[src/rtl/owire_pkg.sv]
package owire_pkg;
    typedef enum logic [1:0] {
        ST_IDLE,
        ST_RST_LOW,
        ST_RST_WAIT,
        ST_SLOT
    } ow_state_t;

    localparam int BIT_RST  = 7;
    localparam int BIT_PRES = 6;
    localparam int BIT_W0   = 5;
    localparam int BIT_W1   = 4;
    localparam int BIT_RD   = 3;

    function automatic int max3(input int a, input int b, input int c);
        int m;
        m = (a > b) ? a : b;
        return (m > c) ? m : c;
    endfunction
endpackage

[src/rtl/owire_tick_gen.sv]
module owire_tick_gen #(
    parameter int DIV_W = 16
) (
    input  logic             clk,
    input  logic             rst_n,
    input  logic             restart,
    input  logic [DIV_W-1:0] div_val,
    output logic             tick
);
    logic [DIV_W-1:0] cnt_q;

    assign tick = (cnt_q == div_val);

    always_ff @(posedge clk or negedge rst_n) begin
        if (!rst_n) begin
            cnt_q <= '0;
        end else if (restart || tick) begin
            cnt_q <= '0;
        end else begin
            cnt_q <= cnt_q + 1'b1;
        end
    end
endmodule

[src/rtl/owire_sync.sv]
module owire_sync (
    input  logic clk,
    input  logic rst_n,
    input  logic async_in,
    output logic sync_out
);
    logic meta_q;

    always_ff @(posedge clk or negedge rst_n) begin
        if (!rst_n) begin
            meta_q   <= 1'b1;
            sync_out <= 1'b1;
        end else begin
            meta_q   <= async_in;
            sync_out <= meta_q;
        end
    end
endmodule

[src/rtl/owire_seq.sv]
module owire_seq
    import owire_pkg::*;
#(
    parameter int RST_LOW  = 480,
    parameter int RST_REL  = 480,
    parameter int PRES_AT  = 70,
    parameter int W0_LOW   = 60,
    parameter int W1_LOW   = 6,
    parameter int RD_AT    = 15,
    parameter int SLOT_LEN = 70
) (
    input  logic clk,
    input  logic rst_n,
    input  logic start_rst,
    input  logic start_w0,
    input  logic start_w1,
    input  logic tick,
    input  logic line,
    output logic bus_oe,
    output logic done,
    output logic pres_upd,
    output logic rd_upd
);
    localparam int CNT_W = $clog2(max3(RST_LOW, RST_REL, SLOT_LEN) + 1);

    ow_state_t        state_q, state_d;
    logic [CNT_W-1:0] tcnt_q;
    logic             w1_q;
    logic [CNT_W-1:0] low_lim;
    logic             unused_line;

    assign unused_line = line;

    // State register
    always_ff @(posedge clk or negedge rst_n) begin
        if (!rst_n) begin
            state_q <= ST_IDLE;
        end else begin
            state_q <= state_d;
        end
    end

    // Next state
    always_comb begin
        state_d = state_q;
        unique case (state_q)
            ST_IDLE: begin
                if (start_rst)                 state_d = ST_RST_LOW;
                else if (start_w0 || start_w1) state_d = ST_SLOT;
            end
            ST_RST_LOW: begin
                if (tick && tcnt_q == CNT_W'(RST_LOW - 1))  state_d = ST_RST_WAIT;
            end
            ST_RST_WAIT: begin
                if (tick && tcnt_q == CNT_W'(RST_REL - 1))  state_d = ST_IDLE;
            end
            ST_SLOT: begin
                if (tick && tcnt_q == CNT_W'(SLOT_LEN - 1)) state_d = ST_IDLE;
            end
            default: state_d = ST_IDLE;
        endcase
    end

    // Tick counter and slot kind
    always_ff @(posedge clk or negedge rst_n) begin
        if (!rst_n) begin
            tcnt_q <= '0;
            w1_q   <= 1'b0;
        end else begin
            if (state_q != state_d) begin
                tcnt_q <= '0;
            end else if (tick && state_q != ST_IDLE) begin
                tcnt_q <= tcnt_q + 1'b1;
            end
            if (state_q == ST_IDLE && !start_rst && (start_w0 || start_w1)) begin
                w1_q <= !start_w0;
            end
        end
    end

    assign low_lim = w1_q ? CNT_W'(W1_LOW) : CNT_W'(W0_LOW);

    // Outputs
    always_comb begin
        bus_oe   = 1'b0;
        pres_upd = 1'b0;
        rd_upd   = 1'b0;
        unique case (state_q)
            ST_IDLE:     bus_oe = 1'b0;
            ST_RST_LOW:  bus_oe = 1'b1;
            ST_RST_WAIT: pres_upd = tick && (tcnt_q == CNT_W'(PRES_AT - 1));
            ST_SLOT: begin
                bus_oe = (tcnt_q < low_lim);
                rd_upd = w1_q && tick && (tcnt_q == CNT_W'(RD_AT - 1));
            end
            default: bus_oe = 1'b0;
        endcase
        done = (state_q != ST_IDLE) && (state_d == ST_IDLE);
    end
endmodule

[src/rtl/owire_master.sv]
module owire_master
    import owire_pkg::*;
#(
    parameter int REG_W     = 16,
    parameter int DIV_RESET = 49
) (
    input  logic             clk,
    input  logic             rst_n,
    input  logic             reg_wr,
    input  logic             reg_addr,
    input  logic [REG_W-1:0] reg_wdata,
    output logic [REG_W-1:0] reg_rdata,
    output logic             bus_oe,
    input  logic             bus_in
);
    logic [REG_W-1:0] div_q;
    logic cmd_rst, cmd_w0, cmd_w1, pres_q, rdbit_q;
    logic busy, accept, start_rst, start_w0, start_w1;
    logic tick, line, done, pres_upd, rd_upd;

    assign busy      = cmd_rst || cmd_w0 || cmd_w1;
    assign accept    = reg_wr && !reg_addr && !busy;
    assign start_rst = accept && reg_wdata[BIT_RST];
    assign start_w0  = accept && !reg_wdata[BIT_RST] && reg_wdata[BIT_W0];
    assign start_w1  = accept && !reg_wdata[BIT_RST] && !reg_wdata[BIT_W0] && reg_wdata[BIT_W1];

    owire_tick_gen #(.DIV_W(REG_W)) u_tick (
        .clk     (clk),
        .rst_n   (rst_n),
        .restart (start_rst || start_w0 || start_w1),
        .div_val (div_q),
        .tick    (tick)
    );

    owire_sync u_sync (
        .clk      (clk),
        .rst_n    (rst_n),
        .async_in (bus_in),
        .sync_out (line)
    );

    owire_seq u_seq (
        .clk       (clk),
        .rst_n     (rst_n),
        .start_rst (start_rst),
        .start_w0  (start_w0),
        .start_w1  (start_w1),
        .tick      (tick),
        .line      (line),
        .bus_oe    (bus_oe),
        .done      (done),
        .pres_upd  (pres_upd),
        .rd_upd    (rd_upd)
    );

    always_ff @(posedge clk or negedge rst_n) begin
        if (!rst_n) begin
            div_q   <= REG_W'(DIV_RESET);
            cmd_rst <= 1'b0;
            cmd_w0  <= 1'b0;
            cmd_w1  <= 1'b0;
            pres_q  <= 1'b0;
            rdbit_q <= 1'b0;
        end else begin
            if (reg_wr && reg_addr) div_q <= reg_wdata;
            if (done) begin
                cmd_rst <= 1'b0;
                cmd_w0  <= 1'b0;
                cmd_w1  <= 1'b0;
            end else begin
                if (start_rst) cmd_rst <= 1'b1;
                if (start_w0)  cmd_w0  <= 1'b1;
                if (start_w1)  cmd_w1  <= 1'b1;
            end
            if (pres_upd) pres_q  <= !line;
            if (rd_upd)   rdbit_q <= line;
        end
    end

    always_comb begin
        reg_rdata = '0;
        if (reg_addr) begin
            reg_rdata = div_q;
        end else begin
            reg_rdata[BIT_RST]  = cmd_rst;
            reg_rdata[BIT_PRES] = pres_q;
            reg_rdata[BIT_W0]   = cmd_w0;
            reg_rdata[BIT_W1]   = cmd_w1;
            reg_rdata[BIT_RD]   = rdbit_q;
        end
    end
endmodule

[config.mk]
export PLATFORM = sky130hd
export DESIGN_NAME = owire_master
export DESIGN_NICKNAME = d
export VERILOG_FILES = /design/src/rtl/owire_pkg.sv /design/src/rtl/owire_tick_gen.sv /design/src/rtl/owire_sync.sv /design/src/rtl/owire_seq.sv /design/src/rtl/owire_master.sv
export SDC_FILE = /design/constraint.sdc
export NUM_CORES = 1
export LEC_CHECK = 0
export BUFFER_PORTS_ARGS = -buffer_cell sky130_fd_sc_hd__buf_2
export CORE_ASPECT_RATIO = 0.5
export CORE_MARGIN = 2
export CORE_UTILIZATION = 48
export CTS_CLUSTER_DIAMETER = 150
export DETAILED_ROUTE_END_ITERATION = 12
export HOLD_SLACK_MARGIN = 0.06
export PLACE_DENSITY = 0.71
export SETUP_SLACK_MARGIN = 0.5
export SYNTH_ARGS = -nofsm -noshare
export SYNTH_HDL_FRONTEND = slang
export SYNTH_SLANG_ARGS = --single-unit
[constraint.sdc]
create_clock -name clk -period 2 [get_ports clk]
set_clock_uncertainty 0.15 [all_clocks]
set_input_delay 0.5 -clock clk [delete_from_list [all_inputs] [get_ports clk]]
set_output_delay 0.5 -clock clk [all_outputs]
set_load 0.02 [all_outputs]
==> impl_metrics.toml <==
[drt]
vias_per_cell = 6.01
route.vias.total = 2811
route.met3.wl_um = 576
wirelength_mm = 10.4
drc = 0
wl_per_cell_um = 22.2
top_layer_used = "met4"
drtIter0Drc = 229
antenna_left = 0
wl_met1_mm = 4.18
drt_pre_antenna_iters = 4
dr_wl_met2_mm = 5.23

[synth]
synth_nets = 294
yosysSeqAreaShare_pct = 45.0
syn_inst = 266
yosysUniqueCellTypes = 47
yosys_warnings = 0
synth_edf_count = 0
syn_avg_cell_area_um2 = 10.7
synth_flop_cell = "dfrtp_1"
ys_ff_latch = 51
syn_area_um2 = 2850
ys_async_sr_fraction_pct = 100

[cells_and_area]
drive_above_1_share_pct = 59.0
nFillCells = 276
synthToLayoutAreaGrowth_pct = 63.2
finalNetCount = 423
layout_commonest_cell = "buf_4"
final_cell_mix = "54 x buf_4, 46 x dfrtp_1, 44 x buf_6"
diodes = 0
layout.cells.non_filler = 468

[sta]
finalCritPeriodShare_pct = 117
worst_pin_slew_ps = 437
finalSetupViolations = 33
fin_ws_ps = -349
fmax_mhz = 426
min_period_ps = 2350
hold_viol = 0
drv_slew = 0
max_slew_margin_pct = 70.7
rsz0062_at_grt = "true"

[worst_setup_path]
worstPathMaxFanout = 2
worstSetupStartpointType = "flip-flop"
critPathCaptureType = "primary output"
regToRegStartpoint = "div_q[10]"
worstPathRequired_ps = 1350
crit_arrival_ps = 1700
worstSetupPathType = "reg -> out"
cp-startpoint = "u_seq.w1_q"

[placement]
dp.cells = 433
portBuffers = 37
dp_hpwl_mm = 5.29
place_congestion = 0.889

[cts]
insertion_delay_ps = 310
path_clk_slew_ps = 70
cts_buffer_depth = 2
cts_root_buf = "clkbuf_16"
cts_sinks = 51
cts_tree = "yes"
cts_buffers = 5
htreeDepth = 2

[global_routing]
antenna_found_initial = 0
grt_pass1_vias = 2816
grt-ovfl-total = 0
grtUsageTotal_pct = 28.2
grt_max_degree = 27
grt_first_pass_wirelength_mm = 14.3

[power]
peakVddDrop_uv = 927
power_uw = 3760
power.density_nw_per_um2 = 810
power_leakage_uw = 0.00206

[worst_hold_path]
hold_start = "bus_in"
min_path_type = "in -> reg"

[run]
drv_cap = 0

[status]
violations = "setup timing"
status = "finished, violations left"

[floorplan]
initial_utilization_pct = 50.8
die-area_um2 = 6610
io_pins = 38
die_h_um = 58.5
die_x_um = 113
rows = 19
design.core.area_um2 = 5610
==> area by class of cell <==
cell class | instances | area (µm²) | share of cell area [%]
Clock buffer | 5 | 125 | 2.69
Clock inverter | 2 | 37.5 | 0.808
Inverter | 8 | 30.0 | 0.646
Multi-Input combinational cell | 200 | 1850 | 39.7
Sequential cell | 51 | 1280 | 27.6
Tap cell | 73 | 91.3 | 1.97
Timing Repair Buffer | 129 | 1240 | 26.6
==> metal layers <==
layer / GRT usage, % / up-vias
met3: 5.56 / 45
met1: 34.5 / 1439
met2: 50.3 / 120
met4: 12.0 / 0
met5: 0 / -
li1: - / 1207
==> sequential cells by signal, summed over array words and instances, names as in the netlist, 2 cells and up <==
name	flops
div_q	16
u_seq.state_q	2
u_seq.tcnt_q	9
u_tick.cnt_q	16
==> kinds of logic (layout without fill, tap and decap cells) <==
kind of cell / Yosys count / count (layout) / synth area share (%)
AOI/OAI and AO/OA: 36 / 36 / 8.48
xor gates and xnor gates: 30 / 30 / 9.22
adders and majority gates: 7 / 7 / 3.07
buffers and inverters: 16 / 144 / 2.46
DFF: 51 / 51 / 45.0
muxes: 22 / 22 / 8.65
and+or+nand+nor: 104 / 105 / 23.1
==> what timing repair did <==
action	4_1_cts	5_1_grt
gates resized for setup	86	44
setup endpoints to repair	59	53
pin swaps	14	15
buffers inserted	15	7
gates cloned	4	1
hold buffers	1	0
hold endpoints to repair	15	0
==> cell usage after synthesis (2+ instances only) <==
master    instances  area share, %
nor4_4            4            3.0
or3_1             6            1.3
nand4_1           4           0.88
or4_1             4            1.1
nand3_1          11            1.9
inv_1             8            1.1
and2_1           13            2.9
nor4_1            5            1.1
o31ai_1           5            1.3
and3_1            4           0.88
a21oi_1          13            2.3
xor2_1           21            6.5
ha_1              7            3.1
clkbuf_1          5           0.66
a21o_1            2           0.53
dfrtp_1          46             40
mux2_2           20            7.9
nor3_1            4           0.70
nand2_1          14            1.8
nor2_1           23            3.0
nor4b_2           2            1.1
dfstp_2           5            4.6
xnor2_1           9            2.8
o21ai_0           7            1.2
buf_2             2           0.35
==> through the flow <==
| stage | instance area, µm² | worst slack [ps] | hold slack [ps] | TNS, ps | util (%) |
|---|---|---|---|---|---|
| after floorplan | 3030 | -27.5 | 54.4 | -103 | - |
| after global placement | 3710 | -96.8 | 196 | -1140 | 66.2 |
| after detailed placement | 3710 | -153 | 208 | -1790 | 66.2 |
| after CTS | 4390 | -328 | 160 | -4980 | 78.3 |
| after global routing | 4650 | -403 | 143 | -9980 | 82.9 |
| final | 4650 | -349 | 152 | -7590 | 82.9 |
==> critical path, stage by stage, from the launching register on <==
cell and delay (ps):
dfrtp_1 390, ha_1 300, a31o_2 210, a21oi_2 120, o21ai_1 80, a21boi_2 140, buf_4 150
==> power by group <==
group	total [µW]	switching, µW	leakage, µW	internal [µW]
Combinational	1410	651	0.00135	762
Clock	997	413	0.0000759	584
Sequential	1350	165	0.000641	1190
==> final timing paths <==
kind / endpoint / slack [ps] / depth (start not counted)
min reg2reg: u_sync.sync_out / 230 / 0
max reg2reg: u_seq.tcnt_q[4] / -320 / 8
min in group asynchronous: u_seq.tcnt_q[0] / 500 / 2
max in group asynchronous: div_q[4] / 700 / 3
max: bus_oe / -350 / 6
min: u_sync.meta_q / 150 / 1
Power figures use the tool's default switching activity.
